File: config.mk
export PLATFORM = sky130hd
export DESIGN_NAME = timer8_clksel
export DESIGN_NICKNAME = d
export VERILOG_FILES = /design/src/rtl/tmr8_pkg.sv /design/src/rtl/tick_prescaler.sv /design/src/rtl/pin_edge_detect.sv /design/src/rtl/count_core.sv /design/src/rtl/timer8_clksel.sv
export SDC_FILE = /design/constraint.sdc
export NUM_CORES = 1
export LEC_CHECK = 0
export BUFFER_PORTS_ARGS = -buffer_cell sky130_fd_sc_hd__buf_4
export CAP_MARGIN = 10
export CORE_MARGIN = 10
export CORE_UTILIZATION = 40
export DETAILED_ROUTE_END_ITERATION = 10
export HOLD_SLACK_MARGIN = 0.12
export SLEW_MARGIN = 0
export SYNTH_ARGS = -nofsm -noshare
export SYNTH_HDL_FRONTEND = slang
export SYNTH_SLANG_ARGS = --single-unit
File: constraint.sdc
create_clock -name clk -period 3 [get_ports clk]
set_input_delay 0.6 -clock clk [delete_from_list [all_inputs] [get_ports clk]]
set_output_delay 0.6 -clock clk [all_outputs]
set_load 0.03 [all_outputs]
File: src/rtl/tmr8_pkg.sv
// Package: shared types and constants for the 8-bit timer with source select.
// Assumes: a 3-bit select code and a 2-bit register address space.
package tmr8_pkg;

    typedef enum logic [2:0] {
        SRC_OFF      = 3'd0,
        SRC_SYS      = 3'd1,
        SRC_DIV8     = 3'd2,
        SRC_DIV64    = 3'd3,
        SRC_DIV256   = 3'd4,
        SRC_DIV1024  = 3'd5,
        SRC_PIN_FALL = 3'd6,
        SRC_PIN_RISE = 3'd7
    } src_sel_e;

    localparam logic [1:0] ADDR_COUNT = 2'd0;
    localparam logic [1:0] ADDR_SEL   = 2'd1;
    localparam logic [1:0] ADDR_FLAG  = 2'd2;
    localparam logic [1:0] ADDR_MASK  = 2'd3;

    localparam int NUM_TAPS = 4;

endpackage

File: src/rtl/tick_prescaler.sv
// Module: tick_prescaler
// Free-running divider that produces one-cycle tick strobes for several
// power-of-two rates. Tap i strobes when the low TAP_BITS[i] bits of the
// divider are all ones.
// Assumes: every TAP_BITS entry lies between 1 and PRE_W.
module tick_prescaler
    import tmr8_pkg::*;
#(
    parameter int PRE_W = 10,
    parameter int TAP_BITS [NUM_TAPS] = '{3, 6, 8, 10}
) (
    input  logic                clk,
    input  logic                rst_n,
    output logic [NUM_TAPS-1:0] taps
);

    logic [PRE_W-1:0] div_q;

    // Advance the divider on every clock; it wraps naturally.
    always_ff @(posedge clk) begin
        if (!rst_n) div_q <= '0;
        else        div_q <= div_q + 1'b1;
    end

    // One strobe per rate, taken from the all-ones state of the low bits.
    for (genvar gi = 0; gi < NUM_TAPS; gi++) begin : g_tap
        localparam int NB = TAP_BITS[gi];
        assign taps[gi] = &div_q[NB-1:0];
    end

    // a divide-by-8 strobe never fires in two consecutive cycles.
    a_r4_tap_spacing: assert property (@(posedge clk) disable iff (!rst_n)
        taps[0] |=> !taps[0]);

    // a slower strobe implies every faster strobe fires in the same cycle.
    a_r4_tap_nesting: assert property (@(posedge clk) disable iff (!rst_n)
        taps[NUM_TAPS-1] |-> (&taps));

endmodule

File: src/rtl/pin_edge_detect.sv
// Module: pin_edge_detect
// Synchronises an asynchronous pin through SYNC_STAGES flops, then flags
// rising and falling transitions of the synchronised level for one cycle.
// Assumes: SYNC_STAGES >= 2. The pin reads low across reset.
module pin_edge_detect #(
    parameter int SYNC_STAGES = 2
) (
    input  logic clk,
    input  logic rst_n,
    input  logic pin,
    output logic rise,
    output logic fall
);

    logic [SYNC_STAGES-1:0] sync_q;
    logic                   last_q;
    logic                   lvl;

    assign lvl = sync_q[SYNC_STAGES-1];

    // Shift the raw pin through the synchroniser chain.
    always_ff @(posedge clk) begin
        if (!rst_n) sync_q <= '0;
        else        sync_q <= {sync_q[SYNC_STAGES-2:0], pin};
    end

    // Remember the previous synchronised level for transition detection.
    always_ff @(posedge clk) begin
        if (!rst_n) last_q <= 1'b0;
        else        last_q <= lvl;
    end

    // Derive one-cycle transition strobes.
    always_comb begin
        rise = lvl & ~last_q;
        fall = ~lvl & last_q;
    end

    // two rising strobes cannot happen in consecutive cycles.
    a_r5_rise_single: assert property (@(posedge clk) disable iff (!rst_n)
        rise |=> !rise);

    // two falling strobes cannot happen in consecutive cycles.
    a_r5_fall_single: assert property (@(posedge clk) disable iff (!rst_n)
        fall |=> !fall);

endmodule

File: src/rtl/count_core.sv
// Module: count_core
// Up-only counter with a load port. A load wins over a step in the same
// cycle. A wrap pulse is raised when a step moves the value from all ones
// to zero.
// Assumes: step and load are synchronous to clk.
module count_core #(
    parameter int CNT_W = 8
) (
    input  logic             clk,
    input  logic             rst_n,
    input  logic             step,
    input  logic             load,
    input  logic [CNT_W-1:0] load_val,
    output logic [CNT_W-1:0] value,
    output logic             wrap
);

    localparam logic [CNT_W-1:0] TOP = '1;

    logic [CNT_W-1:0] cnt_q;

    assign value = cnt_q;

    // Flag a wrap only for a real step out of the top value.
    always_comb wrap = step && !load && (cnt_q == TOP);

    // Update the count: a load first, otherwise a step.
    always_ff @(posedge clk) begin
        if (!rst_n)    cnt_q <= '0;
        else if (load) cnt_q <= load_val;
        else if (step) cnt_q <= cnt_q + 1'b1;
    end

    // a load always lands as written, whatever the step input did.
    a_r6_load_wins: assert property (@(posedge clk) disable iff (!rst_n)
        load |=> (value == $past(load_val)));

    // a step out of the top value lands on zero.
    a_r3_wrap_zero: assert property (@(posedge clk) disable iff (!rst_n)
        wrap |=> (value == '0));

    // with neither step nor load the value holds.
    a_r2_hold: assert property (@(posedge clk) disable iff (!rst_n)
        (!step && !load) |=> $stable(value));

endmodule

File: src/rtl/timer8_clksel.sv
// Module: timer8_clksel (top)
// 8-bit timer with a selectable count source, an overflow flag, an
// interrupt mask and a 2-bit addressed register port.
// Assumes: register accesses are single-cycle strobes. ext_pin may be
// asynchronous.
module timer8_clksel
    import tmr8_pkg::*;
#(
    parameter int CNT_W       = 8,
    parameter int PRE_W       = 10,
    parameter int SYNC_STAGES = 2
) (
    input  logic             clk,
    input  logic             rst_n,
    input  logic             ext_pin,
    input  logic [1:0]       reg_addr,
    input  logic             reg_wr,
    input  logic [CNT_W-1:0] reg_wdata,
    output logic [CNT_W-1:0] reg_rdata,
    output logic             ovf_irq
);

    localparam int SEL_W = $bits(src_sel_e);

    src_sel_e            sel_q;
    logic                flag_q;
    logic                mask_q;
    logic [NUM_TAPS-1:0] taps;
    logic                pin_rise;
    logic                pin_fall;
    logic                step;
    logic                wrap;
    logic [CNT_W-1:0]    count;
    logic                wr_count;
    logic                wr_sel;
    logic                wr_flag;
    logic                wr_mask;
    logic                flag_clr;

    tick_prescaler #(
        .PRE_W (PRE_W)
    ) u_pre (
        .clk   (clk),
        .rst_n (rst_n),
        .taps  (taps)
    );

    pin_edge_detect #(
        .SYNC_STAGES (SYNC_STAGES)
    ) u_pin (
        .clk   (clk),
        .rst_n (rst_n),
        .pin   (ext_pin),
        .rise  (pin_rise),
        .fall  (pin_fall)
    );

    count_core #(
        .CNT_W (CNT_W)
    ) u_cnt (
        .clk      (clk),
        .rst_n    (rst_n),
        .step     (step),
        .load     (wr_count),
        .load_val (reg_wdata),
        .value    (count),
        .wrap     (wrap)
    );

    // Decode the write strobes per register.
    always_comb begin
        wr_count = reg_wr && (reg_addr == ADDR_COUNT);
        wr_sel   = reg_wr && (reg_addr == ADDR_SEL);
        wr_flag  = reg_wr && (reg_addr == ADDR_FLAG);
        wr_mask  = reg_wr && (reg_addr == ADDR_MASK);
        flag_clr = wr_flag && reg_wdata[0];
    end

    // Choose the step source from the select code.
    always_comb begin
        case (sel_q)
            SRC_OFF:      step = 1'b0;
            SRC_SYS:      step = 1'b1;
            SRC_DIV8:     step = taps[0];
            SRC_DIV64:    step = taps[1];
            SRC_DIV256:   step = taps[2];
            SRC_DIV1024:  step = taps[3];
            SRC_PIN_FALL: step = pin_fall;
            SRC_PIN_RISE: step = pin_rise;
            default:      step = 1'b0;
        endcase
    end

    // Hold the source select written by the CPU.
    always_ff @(posedge clk) begin
        if (!rst_n)      sel_q <= SRC_OFF;
        else if (wr_sel) sel_q <= src_sel_e'(reg_wdata[SEL_W-1:0]);
    end

    // Overflow flag: set on a wrap, cleared by writing one; the set wins.
    always_ff @(posedge clk) begin
        if (!rst_n)        flag_q <= 1'b0;
        else if (wrap)     flag_q <= 1'b1;
        else if (flag_clr) flag_q <= 1'b0;
    end

    // Hold the interrupt mask written by the CPU.
    always_ff @(posedge clk) begin
        if (!rst_n)       mask_q <= 1'b0;
        else if (wr_mask) mask_q <= reg_wdata[0];
    end

    // Return the addressed register with unused bits as zero.
    always_comb begin
        reg_rdata = '0;
        case (reg_addr)
            ADDR_COUNT: reg_rdata = count;
            ADDR_SEL:   reg_rdata[SEL_W-1:0] = sel_q;
            ADDR_FLAG:  reg_rdata[0] = flag_q;
            ADDR_MASK:  reg_rdata[0] = mask_q;
            default:    reg_rdata = '0;
        endcase
    end

    // Present the masked interrupt request.
    assign ovf_irq = flag_q & mask_q;

    // a wrap always leaves the flag set, even with a clear pending.
    a_r8_set_wins: assert property (@(posedge clk) disable iff (!rst_n)
        wrap |=> flag_q);

    // a clear with no wrap drops the flag.
    a_r8_clear: assert property (@(posedge clk) disable iff (!rst_n)
        (flag_clr && !wrap) |=> !flag_q);

    // with the source stopped and no count write the count holds.
    a_r2_stopped: assert property (@(posedge clk) disable iff (!rst_n)
        (sel_q == SRC_OFF && !wr_count) |=> $stable(count));

    // no request while the mask is clear.
    a_r9_masked: assert property (@(posedge clk) disable iff (!rst_n)
        !mask_q |-> !ovf_irq);

endmodule

---- Word-level counts from Yosys, hierarchy flattened ----
Cells that the tools add are included.
operators by class
  $add $sub $neg .......................... 2
  multipliers ............................. 0
  reductions and logical operators ........ 16
  eq/ne operators ......................... 11
  shift-type cells ........................ 0
  $lt $le $gt $ge ......................... 0
  bitwise operators ....................... 5
  div/mod/pow operators ................... 0
  multiplexer cells ....................... 8
operators by type and width
  cell                                                                   number
  8-bit 2-to-1 mux                                                       2
  3-bit equality test, second input constant                             4
  10-bit by 1-bit adder with 10-bit output, second input constant        1
  10-bit AND reduction                                                   1
  8-bit by 1-bit adder with 8-bit output, second input constant          1
  8-bit equality test, second input constant                             1
  1-bit one-hot mux with 8 select lines                                  1
  8-bit AND reduction                                                    1
  1-bit logical AND                                                      7
  3-bit by 2-bit equality test with 1-bit output, second input constant  2
  6-bit AND reduction                                                    1
  5-bit 2-to-1 mux                                                       1
  2-bit equality test, second input constant                             2
  1-bit one-hot mux with 4 select lines                                  1
  2-bit one-hot mux with 2 select lines                                  1
  2-bit nonzero test                                                     2
  1-bit bitwise AND                                                      3
  3-bit by 1-bit equality test with 1-bit output, second input constant  1
  3-bit zero test                                                        1
  3-bit AND reduction                                                    1
  2-bit by 1-bit equality test with 1-bit output, second input constant  1
  2-bit zero test                                                        1
  1-bit 2-to-1 mux                                                       2
  1-bit NOT                                                              2
  1-bit zero test                                                        1
storage, ports and cells
  logic and storage cells ................. 49
  bits in read-only memories .............. 0
  memories kept ........................... 0
  RAM bits ................................ 0
  register bits ........................... 26
  input bits .............................. 14
  bits in latches ......................... 0

---- Depth between registers and ports, before layout ----
Gate-level depths: netlist of the first run.
  depth in word-level cells ............... 6
  depth in mapped cells ................... 8

---- Modules after synthesis ----
A second synthesis of the first run with hierarchy kept.
unflattened totals
  cells, all modules ...................... 151
  area total of the unflattened synthesis .. 1383.8 µm²
by module, submodules not included
  module           area an instance (µm²)  sequential area each (µm²)  cells an instance  instances
  count_core       464.2                   160.2                       55                 1
  tick_prescaler   441.7                   200.2                       47                 1
  timer8_clksel    386.6                   100.1                       41                 1
  pin_edge_detect  91.3                    60.1                        8                  1

---- Worst setup path after synthesis of the first run ----
OpenSTA, ideal clock, no wires.
  path kind ............................... input to output
  start point ............................. input reg_addr[0]
  end point ............................... output reg_rdata[0]
  path buffers ............................ 1
  slack ................................... 0.818 ns
  arrival time ............................ 1.582 ns
  stages on the path ...................... 2
  cells stage by stage .................... clkbuf_1 > mux4_1
between the ends
  cells in the longest elaborated chain, start to end .. 2
  elaborated cells on any way between the ends .. 5
  classes of those cells .................. 3 x eq/ne; 1 x mux; 1 x reduce/logical
RTL lines
  what                                               RTL line              source
  from (decl)                                        timer8_clksel.sv:16   input logic [1:0] reg_addr,
  2-bit equality test, or another cell as far along  timer8_clksel.sv:116  case (reg_addr)
  1-bit one-hot mux with 4 select lines *            timer8_clksel.sv:116
  to (decl)                                          timer8_clksel.sv:19   output logic [CNT_W-1:0] reg_rdata,
Every way passes the cells marked *; elsewhere a longest branch is shown, timed or not.

---- Worst setup path after layout of the first run ----
  start point ............................. register u_pre.div_q[0]
  end point ............................... register u_cnt.cnt_q[5] (netlist: u_cnt.value[5])
between the ends
  cells in the longest elaborated chain, start to end .. 3
  elaborated cells on any way between the ends .. 6
  classes of those cells .................. 1 x mux; 5 x reduce/logical
RTL lines
  what                                                RTL line              source
  from (decl)                                         tick_prescaler.sv:17  logic [PRE_W-1:0] div_q;
  from (signal assigned)                              tick_prescaler.sv:22  else div_q <= div_q + 1'b1;
  10-bit AND reduction, or another cell as far along  tick_prescaler.sv:28  assign taps[gi] = &div_q[NB-1:0];
  1-bit one-hot mux with 8 select lines *             timer8_clksel.sv:81   case (sel_q)
  2-bit nonzero test (no source line) *               -
  to (signal assigned)                                count_core.sv:30      else if (load) cnt_q <= load_val;
  to (signal assigned)                                count_core.sv:31      else if (step) cnt_q <= cnt_q + 1'b1;
  to (decl)                                           count_core.sv:20      logic [CNT_W-1:0] cnt_q;
Marks and branches as above.
A chain may end at the register's enable or synchronous reset.

==> results summary, run 1 <==
Buffers inserted during clock tree synthesis total 3. The final global-route overflow total came out at 0. TritonCTS built the clock tree. Yosys printed 0 warnings. The buffer depth of the longest clock path came out at 2. STA classifies the critical path startpoint as a register. The count of routing violations after the opening detailed-route iteration came out at 56. By area the synthesized netlist is led by sky130_fd_sc_hd__dfxtp_1 (39%), sky130_fd_sc_hd__and2_1 (9.4%), sky130_fd_sc_hd__mux2i_1 (5.3%). By area, the combinational part of the netlist is dominated by simple AND/OR/NAND/NOR gates. After routing the design area is 1540 um2.

The layout cell share with drive strength beyond 1 is 17.2%. Each instance of the synthesized netlist takes up on average 8.90 um2. The required time of the critical path came out at 3.26 ns.

The final count of hold timing violations was 0. The compound-gate portion of the synthesized area came out at 13.3%. The highest clock rate is 437 MHz. The number of pins exceeding their max-slew limit in the final report is 0. The final-layout worst hold slack is 0.451 ns. In this run the cell area of the synthesized design comes to 1330 um2. The xor/xnor share of the synthesized area is 4.62%.

The global-route usage over all layers came out at 9.22%. In this run the worst path has a maximum fanout of 15. At the pin with the least slew margin, the transition time is 0.885 ns. The die is 77.6 um wide. The maximum number of pins on one net before global-route repair is 28. The maximum level of the CTS H-tree is 1. In this run the remaining antenna-violating nets after routing total 0. Compared with the post-synthesis result, the final layout area differs by 16.2%. The cell taking the most area after synthesis is sky130_fd_sc_hd__dfxtp_1. Setup violations remaining at the end of the flow were counted as 0. The cell sitting at the root of the clock tree is a sky130_fd_sc_hd__clkbuf_4.

Dividing the final minimum period by the clock period gives 76.3%. The net count of the mapped netlist is 166. The count of flip-flops with a built-in enable after synthesis is 0.

The number of antenna violations at the first check in global routing is 0. The nature of the critical path endpoint is a register. Setup repair after global routing left no endpoint under its margin. The layout filler cell count is 323. The portion of netlist area occupied by mux cells is 7.26%. The remaining design rule violation count is 0. The adder-cell share of the synthesized area came out at 2.83%. The first detailed-routing pass ran for 4 iterations.

The cell area after placement came out at 1510 um2. The data arrival time at the worst-slack endpoint came out at 2.55 ns. The number of cells in the finished layout apart from fillers is 213. The total wire length after detailed routing came out at 2.76 mm. The class of the worst hold path is reg2reg. Detailed routing inserted a total of 1104 vias.

The sequential cell area fraction in the yosys report came out at 39.2%. The repair_antennas step left the layout with diodes totalling 0. The flow ran to the end, and the final reports show no timing, DRC or antenna violations. The share of synthesized cell area in and, or, nand and nor gates came out at 29.1%. The number of cells produced by synthesis is 149.

The maximum clock skew at final layout came out at 0.00358 ns. The later pin in the worst-skew pair is clocked with a latency of 0.32 ns. Yosys mapped the design onto 34 distinct sky130hd cell types. By count the netlist is led by sky130_fd_sc_hd__dfxtp_1 (26), sky130_fd_sc_hd__and2_1 (20), sky130_fd_sc_hd__o21ai_0 (13). The CTS clock-pin slew for the worst setup and hold paths is 0.14 ns. The minimum clock period after layout is 2.29 ns. Across the run, the number of max-cap violations was 0. The classification of the worst setup path is reg2reg. The number of global-route vias before repair is 1020.

The first global-routing pass estimated 4.66 mm of wire. The headroom to the max-slew limit is 41.0%. The mean number of vias per cell came out at 5.18. The utilization after layout is 49.7%. Pin placement for this block handled 23 I/O pins. The most common flop cell mapped by yosys is sky130_fd_sc_hd__dfxtp_1.

The setup total negative slack came out at 0 ns. The routed wirelength normalized by instance count is 12.9 um. The peak supply drop is 0.000174 V. The buffers inserted during post-CTS setup optimization came out at 0.

The total die area is 6020 um2. The height of the die is 77.6 um. Summed over all cells, the static leakage comes to 0.613 nW.

The count of input and output buffers came out at 22. The total placed cells including tap cells is 209. The row count came out at 20. After synthesis, the largest area contributor takes up 39.2% of total cell area. Of all flip-flops after synthesis, the portion carrying an async set or reset was 0%. By instance count, the leading cell after synthesis is sky130_fd_sc_hd__dfxtp_1. Once the floorplan was initialized, standard cells occupied 42.7% of the core. The number of clock sinks came out at 26. The weighted congestion at the end of routability-driven global placement came out at 0.735. The number of buffers added to fix hold violations after cts came out at 0. The core region is 3100 um2. The post-cts repair resize count is 0. Synthesis inferred 26 register bits.

The half-perimeter wire length after detailed placement came out at 2.11 mm. The final layout net count came out at 187. The total power divided by cell area is 399 nW/um2.
-- final timing paths --
check	from	slack [ns]	cells past startpoint	end
min	u_pin.sync_q[0]	0.45	1	u_pin.sync_q[1]
max reg2reg	u_pre.div_q[0]	0.71	7	u_cnt.value[5]
min reg2reg	u_pin.sync_q[0]	0.45	1	u_pin.sync_q[1]
max	u_pre.div_q[0]	0.71	7	u_cnt.value[5]
-- flip-flops by register name, indices dropped and copies added, names as in the netlist --
signal,count
u_cnt.value,8
u_pre.div_q,10
u_pin.sync_q,2
u_pin.last_q,1
flag_q,1
sel_q,3
mask_q,1
-- metal layers --
layer  global-route usage, %  vias up  share of wire [%]
met3                    2.88        2                4.1
li1                        -      571                  -
met4                    2.74        0               0.51
met1                    10.8      513                 47
met2                    15.7       18                 48
met5                       0        -                  0
-- where the power goes --
part	switching (mW)	internal [mW]
Clock	0.100	0.0742
Combinational	0.0343	0.0331
Sequential	0.0141	0.358
Total	0.149	0.465
-- worst max-delay path: stages (launching register included) --
cell and delay [ns]:
sky130_fd_sc_hd__dfxtp_1 0.38, sky130_fd_sc_hd__ha_1 0.26, sky130_fd_sc_hd__ha_1 0.19, sky130_fd_sc_hd__a21oi_1 0.14
sky130_fd_sc_hd__nor2_1 0.06, sky130_fd_sc_hd__a221oi_2 0.76, sky130_fd_sc_hd__o21ai_0 0.24, sky130_fd_sc_hd__a31oi_1 0.20
-- layout make-up --
cell class	instances	area [um2]	share of cell area, %
clock buffer	4	36.3	2.35
inverter	2	7.51	0.487
multi-input combinational	115	757	49.1
sequential	26	520	33.8
tap	44	55.1	3.57
timing repair buffer	22	165	10.7
-- placed cells by master, fill, tap and decap left out, drive strengths merged, types with 6 or more instances in the layout --
cell type and count:
and2 20, buf 22, dfxtp 26, mux2i 7
nand2 9, nand3 10, nor2 6, o21ai 13
or3 7
-- cells by family after synthesis --
family / after synthesis
buf+inv: 8
mux: 8
simple gates: 68
compound gates: 29
fa+ha+maj: 3
xor+xnor: 7
flops: 26
-- metrics by stage --
step	power, mW	setup slack (ns)
4_1_cts	0.625	0.709
3_5_place_dp	0.448	0.755
2_1_floorplan	0.420	0.818
6_report	0.614	0.712
5_1_grt	0.646	0.445
3_3_place_gp	0.446	0.844
No activity file was read; power rests on OpenSTA's default activity.
==> run 2: changes to the inputs <==
--- a/config.mk
+++ b/config.mk
@@ -5,6 +5,7 @@
 export SDC_FILE = /design/constraint.sdc
 export NUM_CORES = 1
 export LEC_CHECK = 0
+export ABC_AREA = 1
 export BUFFER_PORTS_ARGS = -buffer_cell sky130_fd_sc_hd__buf_4
 export CAP_MARGIN = 10
 export CORE_MARGIN = 10
==> constraint.sdc (replaced) <==
create_clock -name clk -period 2.3 [get_ports clk]
set_input_delay 0.46 -clock clk [delete_from_list [all_inputs] [get_ports clk]]
set_output_delay 0.46 -clock clk [all_outputs]
set_load 0.03 [all_outputs]
==> results summary, run 2 <==
STA classifies the critical path startpoint as an input pin. The share of power burned in the clock network came out at 35.1%. In this run the critical register-to-register path is launched from u_pre.div_q[0]. The total die area came out at 6410 um2. The flow ran to the end, and the final reports show no timing, DRC or antenna violations. Across the run, the number of max-cap violations was 0. The weighted congestion at the end of routability-driven global placement is 0.738. The number of buffers added to fix hold violations after cts came out at 0. The internal power summed over all cells is 0.686 mW. The total vias in the final route came out at 1325.

Ranked by instance count, the synthesized netlist is headed by sky130_fd_sc_hd__nand2_1 (54), sky130_fd_sc_hd__inv_1 (27), sky130_fd_sc_hd__dfxtp_1 (26). The setup-violating endpoint count in the final report came out at 0. During synthesis, Yosys emitted a total of 0 warnings. The synthesized flop and latch total is 26. The compound-gate portion of the synthesized area is 13.0%. The post-cts repair resize count is 0.

The combinational share of power came out at 12.3%. Data on the critical path arrives at its endpoint at 1.25 ns. The setup total negative slack came out at 0 ns. The setup slack after placement came out at 0.586 ns. The worst register-to-register path ends at u_cnt.value[5]. The floorplan step set the die height to 80.1 um. After detailed routing, the total wire length is 3.20 mm. The flip-flop count of the largest register after layout is 10. The cell with the largest stage delay on the worst path is sky130_fd_sc_hd__buf_4. The first detailed-routing pass took 5 iterations. The CTS clock-pin slew for the worst setup and hold paths came out at 0.15 ns. The maximum number of pins on one net before global-route repair is 17. The buffer depth of the longest clock path came out at 2. The number of global-route vias before repair is 1220.

The cell count of the worst hold path is 3. After detailed routing, the number of remaining DRC violations is 0. The fraction of registers with async set or reset after synthesis came out at 0%. Pin placement for this block handled 23 I/O pins. The wire length of the first global-routing pass is 5.47 mm. The maximum level of the CTS H-tree came out at 1. The transition time at the pin with the least slew margin came out at 0.582 ns.

The most used standard cell by instance count after synthesis is sky130_fd_sc_hd__nand2_1. After detailed placement, the design holds a cell count of 269. The number of cells in the finished layout apart from fillers came out at 273. Sorting the synthesized cells by area gives the leading types as sky130_fd_sc_hd__dfxtp_1 (36%), sky130_fd_sc_hd__nand2_1 (14%), sky130_fd_sc_hd__inv_1 (7.0%). The required time of the critical path is 1.84 ns.

The number of setup buffers added after CTS is 0. The remaining number of nets flagged by the antenna check after routing is 0. In the final routed layout, each cell accounts on average for 11.7 um.

Of the total power, the share spent switching nets is 24.6%. The area of the multi-input gates is 782 um2. The post-route worst setup slack came out at 0.588 ns.

The count of different cell masters after synthesis came out at 29. In the finished design, the share of the clock period the worst path needs comes to 74.4%. The clock insertion delay at the later pin of the skew report came out at 0.32 ns. Traced cell by cell, the critical path runs through buf_4, nor2_4, inv_1, o22ai_1, buf_4. The headroom to the max-slew limit is 61.1%. The count of input and output buffers is 22. Row generation in the floorplan step produced 21 rows. The delay of the slowest critical-path stage is 0.19 ns. The number of antenna violations at the first check in global routing is 0. Among all flip-flop cells after synthesis, the most frequent one is sky130_fd_sc_hd__dfxtp_1.

The most frequent standard cell in the layout excluding fill and tap cells is sky130_fd_sc_hd__nand2_1. After synthesis, the largest family of logic cells by area is simple AND/OR/NAND/NOR gates. The number of clock sinks came out at 26. Counting stages on the worst path, the most repeated cell is sky130_fd_sc_hd__buf_4. The net count of the mapped netlist came out at 222. In this run the power spent charging and discharging nets is 0.223 mW. The number of cells produced by synthesis came out at 205. The maximum clock skew at final layout came out at 0.00566 ns. The critical path buffer and inverter count is 3. The biggest area contributor in the post-synthesis netlist is sky130_fd_sc_hd__dfxtp_1. Yosys mapped a number of flops with a built-in enable equal to 0. After Yosys synthesis, full adders, half adders and majority gates account for 2.60% of the synthesized area. The floorplan die width is 80.1 um. Setup repair after global routing left no endpoint under its margin. In the layout the commonest cells are sky130_fd_sc_hd__nand2_1 (54), sky130_fd_sc_hd__inv_1 (27), sky130_fd_sc_hd__dfxtp_1 (26), sky130_fd_sc_hd__buf_4 (22), sky130_fd_sc_hd__nor2_1 (19). The layout cell share with drive strength beyond 1 is 17.6%. In the final design database the tool counted 245 nets. The initial cell density of the core is 42.2%. The classification of the worst setup path is in2out.

The worst reg-to-reg setup slack is 0.75 ns. The synthesis-to-finish area growth is 17.1%. In this run, the number of DRC markers left after iteration 0 of detailed routing was 28. The cell family contributing the most delay on the critical path is buffers and inverters. TritonCTS built the clock tree. Global routing used 10.3% of the available tracks across all layers. The repair_antennas step left the layout with diodes totalling 0. The hold-critical path endpoint is u_pin.sync_q[0]. After detailed routing, the number of vias per cell comes to 4.85. The peak fanout along the critical path came out at 6. The portion of netlist area occupied by mux cells came out at 0.694%.

Detailed placement ended at an HPWL of 2.35 mm. The leakage power summed over all cells came out at 0.755 nW. The total power divided by cell area is 539 nW/um2. The cell area after technology mapping came out at 1440 um2.

The total core area is 3420 um2. The logic depth of the worst register-to-register path is 8. The portion of synthesized cell area occupied by the leading cell type came out at 36.1%.

The xor/xnor share of the synthesized area is 4.25%. The minimum clock period after layout came out at 1.71 ns. Sequential cells account for 52.7% of the total power. The register area is 520 um2. The overall power consumption is 0.910 mW.

CTS placed an instance of sky130_fd_sc_hd__clkbuf_4 at the clock tree root. After global routing the overflow that remains totals 0. The clock buffer count from CTS is 3. Cells fill 49.5% of the core in the end.

The highest clock rate came out at 584 MHz. The register name with the most flops is u_pre.div_q. The number of pins exceeding their max-slew limit in the final report came out at 0.

After Yosys synthesis, and, or, nand and nor cells account for 33.7% of the synthesized area. The sequential cell area fraction in the yosys report is 36.1%. The layout filler cell count is 367. The mean area per synthesized cell came out at 7.04 um2. The worst hold path begins at ext_pin. The peak supply drop is 0.000219 V.

The final count of hold timing violations is 0. STA classifies the critical path endpoint as a primary output. The worst hold path belongs to the class in2reg.
[run 2: power groups by stage]
stage | Combinational [mW] | Sequential, mW | Clock (mW)
6_report | 0.112 | 0.479 | 0.319
5_1_grt | 0.128 | 0.482 | 0.344
4_1_cts | 0.112 | 0.479 | 0.335
3_5_place_dp | 0.112 | 0.489 | 0
3_3_place_gp | 0.111 | 0.489 | 0
2_1_floorplan | 0.0725 | 0.486 | 0
[run 2: through the flow]
stage	hold slack, ns	instance area [um2]
after floorplan	0.390	1440
after detailed placement	0.400	1640
after CTS	0.295	1690
after global routing	0.303	1690
final	0.314	1690
after global placement	0.395	1640
[run 2: area by class of cell]
cell class | count | share of cell area, %
inverter | 29 | 6.59
tap | 46 | 3.41
timing repair buffer | 22 | 9.78
clock buffer | 3 | 1.33
multi-input combinational | 146 | 46.3
clock inverter | 1 | 1.78
sequential | 26 | 30.8
[run 2: metal layers]
metal | track usage [%] | up-vias | part of all wire, %
met5 | 0 | - | 0
met4 | 3.70 | 0 | 0.66
met3 | 2.56 | 2 | 5.2
met2 | 15.6 | 24 | 42
met1 | 13.7 | 592 | 52
li1 | - | 707 | -
[run 2: worst reg2reg max path, stage by stage, from the launching register on]
cell and delay, ns:
sky130_fd_sc_hd__dfxtp_1 0.38, sky130_fd_sc_hd__ha_1 0.17, sky130_fd_sc_hd__ha_1 0.17, sky130_fd_sc_hd__nand2_1 0.06, sky130_fd_sc_hd__a21oi_1 0.22, sky130_fd_sc_hd__nand2_4 0.15, sky130_fd_sc_hd__nand3_4 0.17, sky130_fd_sc_hd__nand2_1 0.08
sky130_fd_sc_hd__a21oi_2 0.11
[run 2: worst max path at each step]
stage / from / to / depth (start not counted)
after floorplan: reg_addr[1] / reg_rdata[1] / 3
after global placement: reg_addr[1] / reg_rdata[2] / 5
after detailed placement: reg_addr[1] / reg_rdata[2] / 5
after CTS: reg_addr[1] / reg_rdata[2] / 5
after global routing: reg_addr[1] / reg_rdata[2] / 5
final: reg_addr[1] / reg_rdata[2] / 5
[run 2: logic make-up after synthesis]
logic type | count (synthesis)
simple gates | 104
flops | 26
compound gates | 31
buf+inv | 33
fa+ha+maj | 3
xor+xnor | 7
mux | 1
